File: config.mk
export PLATFORM = sky130hd
export DESIGN_NAME = emu_pkt_framer
export DESIGN_NICKNAME = d
export VERILOG_FILES = /design/src/rtl/emu_pkt_pkg.sv /design/src/rtl/emu_cfg_snap.sv /design/src/rtl/emu_seq_gen.sv /design/src/rtl/emu_hdr_mux.sv /design/src/rtl/emu_pkt_framer.sv
export SDC_FILE = /design/constraint.sdc
export NUM_CORES = 1
export LEC_CHECK = 0
export BUFFER_PORTS_ARGS = -buffer_cell sky130_fd_sc_hd__buf_2
export CAP_MARGIN = 10
export CORE_AREA = 2 2 180 94
export CTS_CLUSTER_SIZE = 16
export DETAILED_ROUTE_END_ITERATION = 8
export DIE_AREA = 0 0 182 96
export PLACE_DENSITY_LB_ADDON = 0.3
export SYNTH_ARGS = -nofsm -noshare
export SYNTH_HDL_FRONTEND = slang
export SYNTH_SLANG_ARGS = --single-unit
File: constraint.sdc
create_clock -name clk_i -period 2.8 [get_ports clk_i]
set_input_delay 0.42 -clock clk_i [delete_from_list [all_inputs] [get_ports clk_i]]
set_output_delay 0.42 -clock clk_i [all_outputs]
set_load 0.01 [all_outputs]
File: src/rtl/emu_pkt_pkg.sv
package emu_pkt_pkg;
  localparam int unsigned HDR_BYTES = 16;
  localparam int unsigned IDX_W     = $clog2(HDR_BYTES);
  localparam int unsigned SEQ_W     = 16;
  localparam int unsigned TS_W      = 32;
  localparam int unsigned ID_W      = 32;
  localparam int unsigned PT_W      = 7;
  localparam logic [7:0]  RTP_LEAD  = 8'h80;

  typedef enum logic [1:0] {
    ST_IDLE = 2'd0,
    ST_HDR  = 2'd1,
    ST_PAY  = 2'd2
  } fr_state_e;
endpackage

File: src/rtl/emu_cfg_snap.sv
module emu_cfg_snap
  import emu_pkt_pkg::*;
#(
  parameter int unsigned PSZ_W = 16
) (
  input  logic             clk_i,
  input  logic             rst_ni,
  input  logic             load_i,
  input  logic [PSZ_W-1:0] size_i,
  input  logic [PT_W-1:0]  pt_i,
  input  logic [ID_W-1:0]  ssrc_i,
  output logic [PSZ_W-1:0] size_o,
  output logic [PT_W-1:0]  pt_o,
  output logic [ID_W-1:0]  ssrc_o
);
  always_ff @(posedge clk_i or negedge rst_ni) begin
    if (!rst_ni) begin
      size_o <= '0;
      pt_o   <= '0;
      ssrc_o <= '0;
    end else if (load_i) begin
      size_o <= size_i;
      pt_o   <= pt_i;
      ssrc_o <= ssrc_i;
    end
  end

  // captured configuration only moves at an enable from idle
  p_cfg_hold_r10: assert property (@(posedge clk_i) disable iff (!rst_ni)
    !load_i |=> $stable({size_o, pt_o, ssrc_o}));

  // size captured at enable is nonzero
  p_size_nz_r5: assert property (@(posedge clk_i) disable iff (!rst_ni)
    load_i |-> size_i != '0);
endmodule

File: src/rtl/emu_seq_gen.sv
module emu_seq_gen
  import emu_pkt_pkg::*;
(
  input  logic             clk_i,
  input  logic             rst_ni,
  input  logic             load_i,
  input  logic [SEQ_W-1:0] init_i,
  input  logic             step_i,
  output logic [SEQ_W-1:0] seq_o
);
  always_ff @(posedge clk_i or negedge rst_ni) begin
    if (!rst_ni)     seq_o <= '0;
    else if (load_i) seq_o <= init_i;
    else if (step_i) seq_o <= seq_o + SEQ_W'(1);
  end

  p_seq_wrap_r3: assert property (@(posedge clk_i) disable iff (!rst_ni)
    step_i && !load_i && (seq_o == '1) |=> seq_o == '0);

  p_seq_load_r4: assert property (@(posedge clk_i) disable iff (!rst_ni)
    load_i |=> seq_o == $past(init_i));
endmodule

File: src/rtl/emu_hdr_mux.sv
module emu_hdr_mux
  import emu_pkt_pkg::*;
(
  input  logic [IDX_W-1:0] idx_i,
  input  logic             l_i,
  input  logic             r_i,
  input  logic [SEQ_W-1:0] seq_i,
  input  logic [PT_W-1:0]  pt_i,
  input  logic [TS_W-1:0]  ts_i,
  input  logic [ID_W-1:0]  ssrc_i,
  output logic [7:0]       byte_o
);
  always_comb begin
    unique case (idx_i)
      4'd0:  byte_o = {4'b0000, l_i, r_i, 2'b00};
      4'd1:  byte_o = 8'h00;
      4'd2:  byte_o = seq_i[15:8];
      4'd3:  byte_o = seq_i[7:0];
      4'd4:  byte_o = RTP_LEAD;
      4'd5:  byte_o = {1'b0, pt_i};
      4'd6:  byte_o = seq_i[15:8];
      4'd7:  byte_o = seq_i[7:0];
      4'd8:  byte_o = ts_i[31:24];
      4'd9:  byte_o = ts_i[23:16];
      4'd10: byte_o = ts_i[15:8];
      4'd11: byte_o = ts_i[7:0];
      4'd12: byte_o = ssrc_i[31:24];
      4'd13: byte_o = ssrc_i[23:16];
      4'd14: byte_o = ssrc_i[15:8];
      default: byte_o = ssrc_i[7:0];
    endcase
  end
endmodule

File: src/rtl/emu_pkt_framer.sv
module emu_pkt_framer
  import emu_pkt_pkg::*;
#(
  parameter int unsigned PSZ_W = 16
) (
  input  logic             clk_i,
  input  logic             rst_ni,
  input  logic             en_i,
  input  logic [PSZ_W-1:0] pay_size_i,
  input  logic [PT_W-1:0]  pt_i,
  input  logic [ID_W-1:0]  ssrc_i,
  input  logic [SEQ_W-1:0] seq_init_i,
  input  logic [TS_W-1:0]  ts_i,
  input  logic             ac_fault_i,
  input  logic             rdi_req_i,
  input  logic [7:0]       in_data_i,
  input  logic             in_valid_i,
  output logic             in_ready_o,
  output logic [7:0]       out_data_o,
  output logic             out_valid_o,
  input  logic             out_ready_i,
  output logic             out_sop_o,
  output logic             out_eop_o
);
  localparam logic [IDX_W-1:0] HDR_LAST = IDX_W'(HDR_BYTES - 1);

  fr_state_e        state_q;
  logic [IDX_W-1:0] idx_q;
  logic [PSZ_W-1:0] pay_cnt_q;
  logic             l_q, r_q;
  logic [TS_W-1:0]  ts_q;

  logic [PSZ_W-1:0] cfg_size;
  logic [PT_W-1:0]  cfg_pt;
  logic [ID_W-1:0]  cfg_ssrc;
  logic [SEQ_W-1:0] seq;
  logic [7:0]       hdr_byte;

  logic go_idle, hdr_fire, pay_fire, pay_last, pkt_done, pkt_start;

  assign go_idle   = (state_q == ST_IDLE) && en_i;
  assign hdr_fire  = (state_q == ST_HDR) && out_ready_i;
  assign pay_fire  = (state_q == ST_PAY) && in_valid_i && out_ready_i;
  assign pay_last  = (pay_cnt_q == cfg_size - PSZ_W'(1));
  assign pkt_done  = pay_fire && pay_last;
  assign pkt_start = go_idle || (pkt_done && en_i);

  emu_cfg_snap #(.PSZ_W(PSZ_W)) u_cfg (
    .clk_i  (clk_i),
    .rst_ni (rst_ni),
    .load_i (go_idle),
    .size_i (pay_size_i),
    .pt_i   (pt_i),
    .ssrc_i (ssrc_i),
    .size_o (cfg_size),
    .pt_o   (cfg_pt),
    .ssrc_o (cfg_ssrc)
  );

  emu_seq_gen u_seq (
    .clk_i  (clk_i),
    .rst_ni (rst_ni),
    .load_i (go_idle),
    .init_i (seq_init_i),
    .step_i (pkt_done),
    .seq_o  (seq)
  );

  emu_hdr_mux u_hdr (
    .idx_i  (idx_q),
    .l_i    (l_q),
    .r_i    (r_q),
    .seq_i  (seq),
    .pt_i   (cfg_pt),
    .ts_i   (ts_q),
    .ssrc_i (cfg_ssrc),
    .byte_o (hdr_byte)
  );

  // per-packet snapshot of timestamp and flags
  always_ff @(posedge clk_i or negedge rst_ni) begin
    if (!rst_ni) begin
      l_q  <= 1'b0;
      r_q  <= 1'b0;
      ts_q <= '0;
    end else if (pkt_start) begin
      l_q  <= ac_fault_i;
      r_q  <= rdi_req_i;
      ts_q <= ts_i;
    end
  end

  always_ff @(posedge clk_i or negedge rst_ni) begin
    if (!rst_ni) begin
      state_q   <= ST_IDLE;
      idx_q     <= '0;
      pay_cnt_q <= '0;
    end else begin
      unique case (state_q)
        ST_IDLE: if (en_i) begin
          state_q <= ST_HDR;
          idx_q   <= '0;
        end
        ST_HDR: if (hdr_fire) begin
          if (idx_q == HDR_LAST) begin
            state_q   <= ST_PAY;
            pay_cnt_q <= '0;
          end else begin
            idx_q <= idx_q + IDX_W'(1);
          end
        end
        ST_PAY: if (pay_fire) begin
          if (pay_last) begin
            state_q <= en_i ? ST_HDR : ST_IDLE;
            idx_q   <= '0;
          end else begin
            pay_cnt_q <= pay_cnt_q + PSZ_W'(1);
          end
        end
        default: state_q <= ST_IDLE;
      endcase
    end
  end

  always_comb begin
    out_valid_o = 1'b0;
    out_data_o  = in_data_i;
    in_ready_o  = 1'b0;
    if (state_q == ST_HDR) begin
      out_valid_o = 1'b1;
      out_data_o  = hdr_byte;
    end else if (state_q == ST_PAY) begin
      out_valid_o = in_valid_i;
      in_ready_o  = out_ready_i;
    end
  end

  assign out_sop_o = (state_q == ST_HDR) && (idx_q == '0);
  assign out_eop_o = (state_q == ST_PAY) && pay_last;

  p_hdr_no_pull_r11: assert property (@(posedge clk_i) disable iff (!rst_ni)
    (state_q == ST_HDR) |-> !in_ready_o);

  p_stall_hold_r11: assert property (@(posedge clk_i) disable iff (!rst_ni)
    (state_q == ST_HDR) && !out_ready_i |=> out_valid_o && $stable(out_data_o));

  p_sop_eop_excl_r5: assert property (@(posedge clk_i) disable iff (!rst_ni)
    !(out_sop_o && out_eop_o));

  p_pay_cnt_r5: assert property (@(posedge clk_i) disable iff (!rst_ni)
    (state_q == ST_PAY) |-> pay_cnt_q < cfg_size);

  p_flags_hold_r7: assert property (@(posedge clk_i) disable iff (!rst_ni)
    (state_q != ST_IDLE) && !pkt_start |=> $stable({l_q, r_q, ts_q}));

  p_cw_zero_r1: assert property (@(posedge clk_i) disable iff (!rst_ni)
    out_sop_o |-> (out_data_o[7:4] == 4'h0) && (out_data_o[1:0] == 2'b00));

  p_idle_quiet_r12: assert property (@(posedge clk_i) disable iff (!rst_ni)
    (state_q == ST_IDLE) |-> !out_valid_o && !in_ready_o);
endmodule

After elaboration in Yosys (flattened, before gate mapping)
Index checks and enable logic that the tools add are counted.
{ "op_classes": {"add_sub_neg": 4, "eq_ne": 25, "reduce_logical": 19, "muxes": 26} }
{ "op_table": {"columns": ["operator", "n"], "rows": [
  ["8-bit case mux with 13 select lines", 1],
  ["16-bit 2-to-1 mux", 6],
  ["16-bit by 1-bit adder with 16-bit output (second input constant)", 2],
  ["4-bit equality test (second input constant)", 8],
  ["16-bit case mux with 2 select lines", 1],
  ["4-bit 2-to-1 mux", 5],
  ["16-bit equality test", 1],
  ["4-bit by 3-bit equality test with 1-bit output (second input constant)", 4],
  ["16-bit by 1-bit subtractor with 16-bit output (second input constant)", 1],
  ["2-bit != test (second input constant)", 6],
  ["4-bit case mux with 3 select lines", 1],
  ["2-bit 2-to-1 mux", 5],
  ["5-bit AND reduction", 2],
  ["4-bit by 2-bit equality test with 1-bit output (second input constant)", 2],
  ["1-bit logical AND", 8],
  ["8-bit 2-to-1 mux", 1],
  ["2-bit case mux with 3 select lines", 1],
  ["6-bit AND reduction", 1],
  ["1-bit 2-to-1 mux", 5],
  ["4-bit by 1-bit adder with 4-bit output (second input constant)", 1],
  ["4-bit by 1-bit equality test with 1-bit output (second input constant)", 1],
  ["4-bit logical NOT", 1],
  ["2-bit nonzero test", 2],
  ["2-bit OR reduction", 2],
  ["6 further kinds", 6]
]} }
{ "word_totals": {"wordCells": 84, "reg_bits": 127, "inputBits": 118, "output_inout_bits": 12} }

Depth between registers and ports, before layout
Gate-level depths: netlist of run 1.
{ "logic_depth": {"word_depth": 6, "ltp_mapped": 12, "mapped_depth_nobuf": 10} }

Modules after synthesis
Synthesis of run 1 repeated with hierarchy kept, for this count alone.
{ "unflattened": {"cells_unflattened": 672, "area_unflattened_um2": 7508.5} }
{ "by_module_without_submodules": {"columns": ["module", "area_each_um2", "instances", "cells_each", "seq_area_each_um2"], "rows": [
  ["emu_pkt_framer", 3355.7, 1, 315, 1401.3],
  ["emu_cfg_snap", 2294.7, 1, 116, 1376.3],
  ["emu_seq_gen", 943.4, 1, 99, 400.4],
  ["emu_hdr_mux", 914.6, 1, 142, 0.0]
]} }

Worst setup path before layout of run 1
No wires, ideal clock.
{ "synth_path": {"path_type": "register to output", "from": "register u_cfg.size_o[7]", "to": "output port out_eop_o", "slack_ps": -138, "n_path_buf": 2, "path_stages_with_launch": 9, "t_required_ps": 2380, "arrival_ps": 2518, "path_cell_list": "dfrtp_1 buf_6 or4_4 or4b_1 o32a_1 nand2_1 nand2_1 clkbuf_1 nor4_1"} }
{ "synth_between": {"elab_chain_len": 3} }
{ "synth_lines": {"columns": ["element", "line", "source"], "rows": [
  ["start: declaration", "emu_cfg_snap.sv:12", "output logic [PSZ_W-1:0] size_o,"],
  ["start signal: assignment", "emu_cfg_snap.sv:22", "size_o <= size_i;"],
  ["16-bit by 1-bit subtractor with 16-bit output", "emu_pkt_framer.sv:44", "assign pay_last = (pay_cnt_q == cfg_size - PSZ_W'(1));"],
  ["16-bit equality test", "emu_pkt_framer.sv:44", null],
  ["1-bit logical AND", "emu_pkt_framer.sv:139", "assign out_eop_o = (state_q == ST_PAY) && pay_last;"],
  ["end: declaration", "emu_pkt_framer.sv:23", "output logic out_eop_o"]
]} }
Every way passes these cells.

Worst setup path after layout of run 1
{ "layout_path": {"from": "register u_cfg.size_o[5]", "to": "output port out_eop_o"} }
The elaborated chain is that of the path after synthesis.

==> results_dict.tcl, run 1 <==
set metrics [dict create \
    crit_arrival_ps 2560 \
    post-dp-hpwl_um 16200 \
    clk_latency_ps 420 \
    cts_root_buf "clkbuf_16" \
    seqCellArea_um2 3180 \
    hp-class "primary input to asynchronous set/reset pin" \
    vias 6636 \
    grt_setup_unrepaired "yes" \
    sequentialPowerShare 0.328 \
    p_switching_mw 3.93 \
    grt_antenna_before_repair 0 \
    yosysWarnings 0 \
    route.detailed.drc 0 \
    first_iter_violations 698 \
    syn_area_um2 6980 \
    drt_wl_total_um 22800 \
    status "finished with violations" \
    synth_flop_cell "dfrtp_1" \
    cts_buffers 17 \
    p_comb_frac 0.436 \
    die_y_um 96 \
    core_area_um2 15900 \
    tightest_slew_ps 675 \
    synthesis.nets 897 \
    skew_ps 6.49 \
    gp_congestion 0.926 \
    layout_commonest_cell "nand2_1" \
    seq_area_frac_synth 0.455 \
    htreeDepth 4 \
    switching_share 0.384 \
    synth_edf_count 0 \
    finalCritPeriodShare 1.06 \
    grtUsageTotal 0.260 \
    hold_ws_ps 21.5 \
    drv_cap 0 \
    power_density_nw_per_um2 1070 \
    io_buffers 129 \
    ant_nets 0 \
    synth_cell_types 61 \
    cp_max_fo 5 \
    cts_sinks 127 \
    avgSynthCellArea_um2 9.04 \
    setup_viol 38 \
    clk_path_buf_depth 2 \
    drive_above_1_share 0.367 \
    clock.fmax_ghz 0.335 \
    grt_max_degree 48 \
    grt_first_pass_wirelength_um 33900 \
    max-vdd-ir-drop_uv 546 \
    setup_ws_ps -181 \
    slew_violations 0 \
    critPathKind "register to primary output" \
    ioPinCount 130 \
    relSlewSlack 0.550 \
    cts_tree "done" \
    p_int_mw 6.29 \
    firstDrtPassIters 5 \
    nNetsFinal 1081 \
    min_period_ps 2980 \
    syn2layout_area_growth_pct 37.4 \
    endpoint_kind "primary output" \
    grt_pass1_vias 5879 \
    cp.required_ps 2380 \
    routedWlPerCell_um 19.3 \
    cellLeakagePower_nw 4.66 \
    n_antenna_cell 0 \
    syn_inst 772 \
    tns_ps -2310 \
    multiInputGateArea_um2 4030 \
    final_util 0.602 \
    violations "setup timing" \
    clkPwrFrac 0.236 \
    rows 33 \
    dieWidth_um 182 \
    fill_cells 1352 \
    cp-start-kind "register" \
    start_util 0.438 \
    vias_per_cell 5.63 \
    hold_viol_final 0 \
    final_cell_mix "206 x nand2_1, 128 x buf_2, 123 x dfrtp_1" \
    ys_seq_elements 127 \
    synthArstFlopShare 1.00 \
    die_area_um2 17500 \
    overflow 0 \
    clk_pin_slew_ps 60 \
]
[sequential cells by signal, summed over array words and instances (netlist names)]
register	flops
ts_q	32
u_cfg.ssrc_o	32
pay_cnt_q	16
u_cfg.size_o	16
u_seq.seq_o	16
u_cfg.pt_o	7
idx_q	4
state_q	2
l_q	1
r_q	1
[through the flow]
step / power [mW] / worst slack [ps] / cells / instance area (um2)
after global routing: 10.8 / -296 / 1179 / 9590
after CTS: 9.67 / -182 / 1171 / 9160
after floorplan: 5.41 / -52.4 / 772 / 7010
after global placement: 6.83 / -111 / 1127 / 8200
after detailed placement: 6.90 / -127 / 1127 / 8200
final: 10.2 / -181 / 1179 / 9590
[area by class of cell]
class / count / area share
flip-flops and latches: 127 / 0.332
inverters: 10 / 0.00444
repair buffers: 210 / 0.149
multi-input cells: 590 / 0.421
clock inverters: 13 / 0.0194
well taps: 210 / 0.0274
clock buffers: 19 / 0.0472
[power by group through the flow]
stage / logic [mW] / clock network [mW] / registers (mW)
detailed placement: 3.65 / 0 / 3.25
global placement: 3.57 / 0 / 3.26
floorplan: 2.37 / 0 / 3.03
finish: 4.45 / 2.41 / 3.35
CTS: 3.97 / 2.43 / 3.28
global route: 4.82 / 2.52 / 3.42
[synth_stat cells, types with 3 or more instances]
| cell type | instances | area (um2) |
|---|---|---|
| a21oi_1 | 24 | 120 |
| nor3_1 | 16 | 80.1 |
| ha_1 | 7 | 87.6 |
| a31oi_1 | 7 | 43.8 |
| buf_6 | 4 | 45.0 |
| xnor2_1 | 18 | 158 |
| o31ai_1 | 4 | 30.0 |
| and2_1 | 8 | 50.1 |
| or4_1 | 3 | 22.5 |
| mux2i_1 | 10 | 100 |
| mux2_2 | 7 | 78.8 |
| inv_1 | 10 | 37.5 |
| a32oi_1 | 3 | 26.3 |
| a221oi_1 | 11 | 96.3 |
| nor4_1 | 6 | 37.5 |
| nand3_1 | 36 | 180 |
| a222oi_1 | 3 | 30.0 |
| or3_1 | 12 | 75.1 |
| dfrtp_1 | 127 | 3180 |
| nand4_1 | 11 | 68.8 |
| nor2_1 | 31 | 116 |
| and3_1 | 15 | 93.8 |
| buf_1 | 4 | 15.0 |
| nand4b_1 | 3 | 26.3 |
| nand2_1 | 212 | 796 |
| nor2b_1 | 7 | 43.8 |
| o21ai_0 | 38 | 190 |
| o211ai_1 | 6 | 45.0 |
| mux2_4 | 29 | 435 |
| a32o_1 | 4 | 40.0 |
| a22oi_1 | 10 | 75.1 |
| clkbuf_1 | 36 | 135 |
| xor2_1 | 10 | 87.6 |
| nand2b_1 | 6 | 37.5 |
[metal layers]
| layer | wire, um | global-route usage |
|---|---|---|
| met5 | 0 | 0 |
| met3 | 2460 | 0.0768 |
| met2 | 8460 | 0.321 |
| met4 | 191 | 0.0638 |
| met1 | 11700 | 0.424 |
[logic make-up after synthesis]
family,Yosys count,share of synthesized area
xor gates and xnor gates,28,0.0351
adders and majority gates,7,0.0126
buffers and inverters,55,0.0344
muxes,46,0.0880
DFF,127,0.455
AOI/OAI and AO/OA,129,0.123
and+or+nand+nor,380,0.252
[critical path, cell delays in order (launching register included)]
cell     delay, ps
dfrtp_1        440
nor2_1         350
and3_1         290
buf_4          150
nand4_1        150
nand2_2        160
nand3_2        120
nor4_4         290
buf_2          170
[final timing paths]
| path | endpoint | depth (start not counted) | slack, ps | start |
|---|---|---|---|---|
| worst max register to register | idx_q[3]$_DFFE_PN0P_ | 11 | -100 | u_cfg.size_o[8]$_DFFE_PN0P_ |
| max in group asynchronous | idx_q[0]$_DFFE_PN0P_ | 2 | 1970 | rst_ni |
| worst min register to register | u_cfg.ssrc_o[4]$_DFFE_PN0P_ | 2 | 480 | u_cfg.ssrc_o[4]$_DFFE_PN0P_ |
| worst min-delay path | u_cfg.size_o[2]$_DFFE_PN0P_ | 1 | 20 | rst_ni |
| min in group clk_i | u_cfg.ssrc_o[28]$_DFFE_PN0P_ | 3 | 190 | ssrc_i[28] |
| worst max-delay path | out_eop_o | 8 | -180 | u_cfg.size_o[5]$_DFFE_PN0P_ |
[what timing repair did]
| item | CTS | global route |
|---|---|---|
| setup buffers | 10 | 8 |
| gates resized for setup | 50 | 80 |
| hold buffers | 0 | 0 |
| pin swaps | 16 | 36 |
| cloned | 2 | 1 |
| endpoints found under the setup margin | 59 | 68 |
No activity file was read; power rests on OpenSTA's default activity.
==> inputs of run 2 (changes only) <==
--- a/config.mk
+++ b/config.mk
@@ -7,10 +7,10 @@
 export LEC_CHECK = 0
 export BUFFER_PORTS_ARGS = -buffer_cell sky130_fd_sc_hd__buf_2
 export CAP_MARGIN = 10
-export CORE_AREA = 2 2 180 94
+export CORE_AREA = 2 2 128 130
 export CTS_CLUSTER_SIZE = 16
 export DETAILED_ROUTE_END_ITERATION = 8
-export DIE_AREA = 0 0 182 96
+export DIE_AREA = 0 0 130 132
 export PLACE_DENSITY_LB_ADDON = 0.3
 export SYNTH_ARGS = -nofsm -noshare
 export SYNTH_HDL_FRONTEND = slang
==> run 2 against run 1 <==
Against the previous run:
- the run still ends with setup timing left
- clock skew is 1.9 ps higher
- first-iteration DRC count shrank 5.4%
- maximum frequency is 4.3% lower
- clock power fell by 12%
- global-route usage decreased by 0.81 points
- largest cell class unchanged
==> results_dict.tcl, run 2 (same netlist as run 1, synthesis figures left out) <==
set metrics [dict create \
    met2_usage 0.388 \
    r2r_start "u_cfg.size_o[10]$_DFFE_PN0P_" \
    drv_cap 0 \
    cts_sinks 127 \
    cp-endpoint "ts_q[5]$_DFFE_PN0P_" \
    timing.rr.end "ts_q[5]$_DFFE_PN0P_" \
    grt_util_met1 0.345 \
    clk_pin_slew_ps 70 \
    syn2layout_area_growth_pct 35.0 \
    relSlewSlack 0.513 \
    io_buffers 129 \
    route.detailed.drc 0 \
    finalCritPeriodShare 1.11 \
    min_period_ps 3110 \
    grt_setup_unrepaired "yes" \
    setup_viol 49 \
    die_area_um2 17200 \
    slew_violations 0 \
    hp-class "primary input to register" \
    grt_util_met3 0.0597 \
    cts_buffers 17 \
    cellLeakagePower_nw 4.43 \
    die_y_um 132 \
    grt_pass1_vias 6360 \
    hold_viol_final 0 \
    ant_nets 0 \
    reg.largest.list "ts_q x32, u_cfg.ssrc_o x32" \
    n_antenna_cell 0 \
    crit_arrival_ps 3440 \
    drive_above_1_share 0.363 \
    cp_max_fo 8 \
    layout_commonest_cell "nand2_1" \
    gr-max-usage-layer "met2" \
    placed_cells 1112 \
    worstRegToRegCells 10 \
    cp.required_ps 3120 \
    power_density_nw_per_um2 1030 \
    nNetsFinal 1071 \
    critPathKind "register to register" \
    overflow 0 \
    max-vdd-ir-drop_uv 650 \
    grt_antenna_before_repair 1 \
    routedWlPerCell_um 18.6 \
    ioPinCount 130 \
    final_cell_mix "207 x nand2_1, 128 x buf_2, 123 x dfrtp_1" \
    cts_tree "done" \
    ff2ff_setup_slack_ps -310 \
    fill_cells 1330 \
    core_area_um2 15700 \
    first_iter_violations 660 \
    firstDrtPassIters 5 \
    clk_path_buf_depth 2 \
    vias_per_cell 5.65 \
    drt_wl_total_um 21900 \
    htreeDepth 4 \
    post-dp-hpwl_um 14800 \
    hold_ws_ps 176 \
    dieWidth_um 130 \
    clk_latency_ps 430 \
    endpoint_kind "register" \
    violations "setup timing" \
    stdcell_count 1175 \
    setup.worst_path.start "u_cfg.size_o[10]$_DFFE_PN0P_" \
    tightest_slew_ps 731 \
    grt_first_pass_wirelength_um 33400 \
    start_util 0.444 \
    cp-start-kind "register" \
    rows 46 \
    gp_congestion 0.866 \
    setup_ws_ps -314 \
    grtUsageTotal 0.252 \
    cts_root_buf "clkbuf_16" \
    vias 6638 \
    grt_max_degree 51 \
    skew_ps 8.42 \
    status "finished with violations" \
    dp_slack_ps -78.2 \
    clock.fmax_ghz 0.321 \
]
==> run 2: cell types whose count changed in the layout (fill, tap and decap cells not counted), moves of 3 or more <==
cell and delta:
nor3_4 -5, buf_4 -15, bufinv_16 -4, o21ai_2 +3, inv_6 +3, o21ai_0 -5
inv_8 +3, nand2_8 +7, nor3_2 +6
==> run 2: area by class of cell <==
type                            count  area (um2)  share of cell area
Timing Repair Buffer              193        1240               0.131
Inverter                           10        42.5             0.00452
Multi-Input combinational cell    597        4120               0.438
Clock buffer                       18         439              0.0466
Sequential cell                   127        3180               0.338
Clock inverter                     14         124              0.0131
Tap cell                          216         270              0.0287
==> run 2: worst min-delay path by stage <==
stage                    from                      endpoint  cells after the start
4_1_cts        pay_size_i[13]  u_cfg.size_o[13]$_DFFE_PN0P_                      3
5_1_grt         pay_size_i[4]   u_cfg.size_o[4]$_DFFE_PN0P_                      3
3_3_place_gp           rst_ni  u_cfg.ssrc_o[28]$_DFFE_PN0P_                      1
3_5_place_dp           rst_ni  u_cfg.ssrc_o[28]$_DFFE_PN0P_                      1
6_report            ssrc_i[6]   u_cfg.ssrc_o[6]$_DFFE_PN0P_                      3
2_1_floorplan          rst_ni          idx_q[0]$_DFFE_PN0P_                      0
==> run 2: metrics by stage <==
step	utilization	total power [mW]	instance area, um2	TNS [ps]
final	0.600	9.72	9420	-10810
after floorplan	-	5.41	7010	-1520
after detailed placement	0.512	6.75	8040	-2300
after CTS	0.576	9.31	9050	-5600
after global routing	0.600	10.3	9420	-13020
after global placement	0.512	6.65	8040	-1030
==> run 2: what timing repair did <==
item,CTS,global route
setup buffers,15,10
gates resized for setup,49,79
endpoints found under the hold margin,27,0
cloned,6,1
hold buffers,1,0
setup endpoints to repair,45,76
pin swaps,11,25
==> run 2: routing by layer <==
| metal | vias up | wire length (um) |
|---|---|---|
| met3 | 61 | 1690 |
| met5 | - | 14 |
| li1 | 3084 | - |
| met1 | 3165 | 9160 |
| met4 | 2 | 694 |
| met2 | 326 | 10300 |
==> run 2: worst max-delay path: stages (launching register included) <==
cell     delay, ps
dfrtp_1        380
or4_4          540
or4b_4         530
o32a_1         200
buf_4          150
a21oi_2        130
and4_1         260
or2_4          170
buf_12         170
nand2_8        110
mux2_4         340
==> run 2: where the power goes <==
group          switching [mW]  internal (mW)  leakage [nW]
logic                    2.23           2.04          2.57
clock network           0.928           1.19         0.274
registers               0.734           2.60          1.59
total                    3.89           5.83          4.43
==> inputs of run 3 (changes only) <==
--- a/config.mk
+++ b/config.mk
@@ -5,12 +5,14 @@
 export SDC_FILE = /design/constraint.sdc
 export NUM_CORES = 1
 export LEC_CHECK = 0
+export ABC_AREA = 1
+export ABC_CLOCK_PERIOD_IN_PS = 2800
 export BUFFER_PORTS_ARGS = -buffer_cell sky130_fd_sc_hd__buf_2
 export CAP_MARGIN = 10
-export CORE_AREA = 2 2 128 130
+export CORE_AREA = 2 2 137 139
 export CTS_CLUSTER_SIZE = 16
 export DETAILED_ROUTE_END_ITERATION = 8
-export DIE_AREA = 0 0 130 132
+export DIE_AREA = 0 0 139 141
 export PLACE_DENSITY_LB_ADDON = 0.3
 export SYNTH_ARGS = -nofsm -noshare
 export SYNTH_HDL_FRONTEND = slang
==> run 3 against run 2 <==
Against the previous run:
- the run now ends clean
- count of clock-buffer cells in the layout unchanged
- flip-flop and latch count unchanged
- combinational power decreased by 29%
- non-clock buffer count decreased by 33
- critical path type is now register to primary output
- critical endpoint is now out_data_o[3]
- largest power group is now sequential cells
- highest routed layer is now met4
==> results_dict.tcl, run 3 <==
set metrics [dict create \
    status "finished clean" \
    avgSynthCellArea_um2 7.54 \
    synthAdderAreaFrac 0.0109 \
    clk_pin_slew_ps 60 \
    synthArstFlopShare 1.00 \
    yosysTopAreaCellShare 0.395 \
    ys_seq_elements 127 \
    cp.required_ps 2380 \
    finalCritPeriodShare 0.984 \
    start_util 0.440 \
    tightest_slew_ps 657 \
    cts_tree "done" \
    synth_common_cells "371 x nand2_1, 127 x dfrtp_1, 117 x nand3_1, 80 x inv_1, 70 x nor2_1" \
    core_area_um2 18300 \
    endpoint_kind "primary output" \
    place_area_um2 8930 \
    rows 50 \
    route.detailed.drc 0 \
    layout_commonest_cell "nand2_1" \
    hold_ws_ps 172 \
    syn2layout_area_growth_pct 21.2 \
    critPathKind "register to primary output" \
    firstDrtPassIters 5 \
    die_y_um 141 \
    syn_area_um2 8040 \
    io_buffers 129 \
    yosys.area_share.simple 0.405 \
    syn_inst 1067 \
    min_path_cells 3 \
    max_stage_delay_ps 430 \
    synth_flop_cell "dfrtp_1" \
    cts_root_buf "clkbuf_16" \
    stdcell_area_um2 9750 \
    gp_congestion 0.944 \
    skew_ps 11.7 \
    grt_max_degree 50 \
    overflow 0 \
    stdcell_count 1452 \
    ant_nets 0 \
    ioPinCount 130 \
    htreeDepth 4 \
    synth-xor-area-share 0.0359 \
    clock.fmax_ghz 0.363 \
    grt_setup_unrepaired "yes" \
    first_iter_violations 488 \
    drive_above_1_share 0.268 \
    tns_ps 0 \
    timing.rr.end "ts_q[7]$_DFFE_PN0P_" \
    hp-start "ssrc_i[5]" \
    cp_max_fo 7 \
    cellLeakagePower_nw 4.86 \
    synth_cell_types 52 \
    crit_slowest_cell "dfrtp_2" \
    drt_wl_total_um 24400 \
    synth_most_common_cell "nand2_1" \
    ff2ff_setup_slack_ps 410 \
    min_to "u_cfg.ssrc_o[5]$_DFFE_PN0P_" \
    drv_cap 0 \
    r2r_start "u_cfg.size_o[0]$_DFFE_PN0P_" \
    routedWlPerCell_um 16.8 \
    setup_viol 0 \
    synth_top_family_by_area "simple AND/OR/NAND/NOR gates" \
    clk_latency_ps 440 \
    nNetsFinal 1330 \
    synth_edf_count 0 \
    cp-start-kind "register" \
    synth_compound_area_frac 0.0792 \
    worstRegToRegCells 14 \
    power_density_nw_per_um2 886 \
    synth.area.mux_share 0 \
    ys_top_cells_by_area "dfrtp_1 40%, nand2_1 17%, nand3_1 7.3%" \
    n_antenna_cell 0 \
    hp-class "primary input to register" \
    grt_first_pass_wirelength_um 38800 \
    cts_sinks 127 \
    hold_viol_final 0 \
    min_period_ps 2750 \
    final_cell_mix "368 x nand2_1, 128 x buf_2, 124 x dfrtp_1" \
    dieWidth_um 139 \
    seq_area_frac_synth 0.395 \
    reg.largest.list "ts_q x32, u_cfg.ssrc_o x32" \
    vias 7666 \
    path_cells "inv_2, ha_2, nand3_2, inv_2, nand2_1, o21ai_0, a221oi_1, nand4_1, o211ai_1, nand2_1, buf_2" \
    relSlewSlack 0.562 \
    grt_pass1_vias 7326 \
    synthesis.nets 1192 \
    yosysWarnings 0 \
    grtUsageTotal 0.252 \
    synth_area_leader_cell "dfrtp_1" \
    clk_path_buf_depth 2 \
    vias_per_cell 5.28 \
    post-dp-hpwl_um 18300 \
    die_area_um2 19600 \
    grt_antenna_before_repair 0 \
    slew_violations 0 \
    cts_buffers 17 \
    placed_cells 1414 \
    max-vdd-ir-drop_uv 721 \
    crit_arrival_ps 2330 \
]
## run 3: area by class of cell
type                       instances  area, um2
clock inverter                    14        168
clock buffer                      18        439
multi-input combinational        813       4430
tap                              234        293
sequential                       127       3180
fill                            1763       8520
timing repair buffer             160        908
inverter                          86        325
## run 3: worst max path at each step
stage	depth (start not counted)	slack, ps	endpoint	startpoint
6_report	11	50	out_data_o[3]	idx_q[0]$_DFFE_PN0P_
5_1_grt	11	-60	out_data_o[6]	idx_q[1]$_DFFE_PN0P_
4_1_cts	10	-30	out_data_o[5]	idx_q[1]$_DFFE_PN0P_
3_5_place_dp	10	200	out_data_o[5]	idx_q[0]$_DFFE_PN0P_
3_3_place_gp	10	170	out_data_o[5]	idx_q[0]$_DFFE_PN0P_
2_1_floorplan	7	590	out_data_o[3]	idx_q[0]$_DFFE_PN0P_
## run 3: through the flow
step	total power [mW]	setup slack, ps	util
3_5_place_dp	6.14	200	0.489
2_1_floorplan	5.15	590	-
6_report	8.63	45.5	0.533
5_1_grt	9.19	-63.3	0.533
3_3_place_gp	6.08	173	0.489
4_1_cts	8.53	-26.3	0.526
## run 3: worst max-delay path: cells and delay by family (launching register included)
family / cells / cell delay, ps
buffers and inverters: 3 / 300
DFF: 1 / 430
adders and majority gates: 1 / 240
AOI/OAI and AO/OA: 3 / 500
and+or+nand+nor: 4 / 420
## run 3: cells by family after synthesis
group | after synthesis
adders and majority gates | 7
AOI/OAI and AO/OA | 96
xor gates and xnor gates | 33
and+or+nand+nor | 677
DFF | 127
buffers and inverters | 127
## run 3: per-layer routing
metal	share of wire	global-route usage
met2	0.48	0.419
met3	0.048	0.0445
met5	0	0
met1	0.44	0.332
met4	0.031	0.0925
## run 3: what timing repair did
action / in CTS / in global routing
gates resized for setup: 15 / 30
setup buffers: 2 / 3
hold buffers: 1 / 0
setup endpoints to repair: 9 / 9
hold endpoints to repair: 5 / 0
gates cloned: 0 / 0
pin swaps: 5 / 9
## run 3: power breakdown
| group | switching (mW) | leakage (nW) | internal [mW] |
|---|---|---|---|
| Sequential | 0.692 | 1.62 | 2.58 |
| Combinational | 1.89 | 2.95 | 1.16 |
| Clock | 0.954 | 0.298 | 1.37 |
| Total | 3.53 | 4.86 | 5.10 |
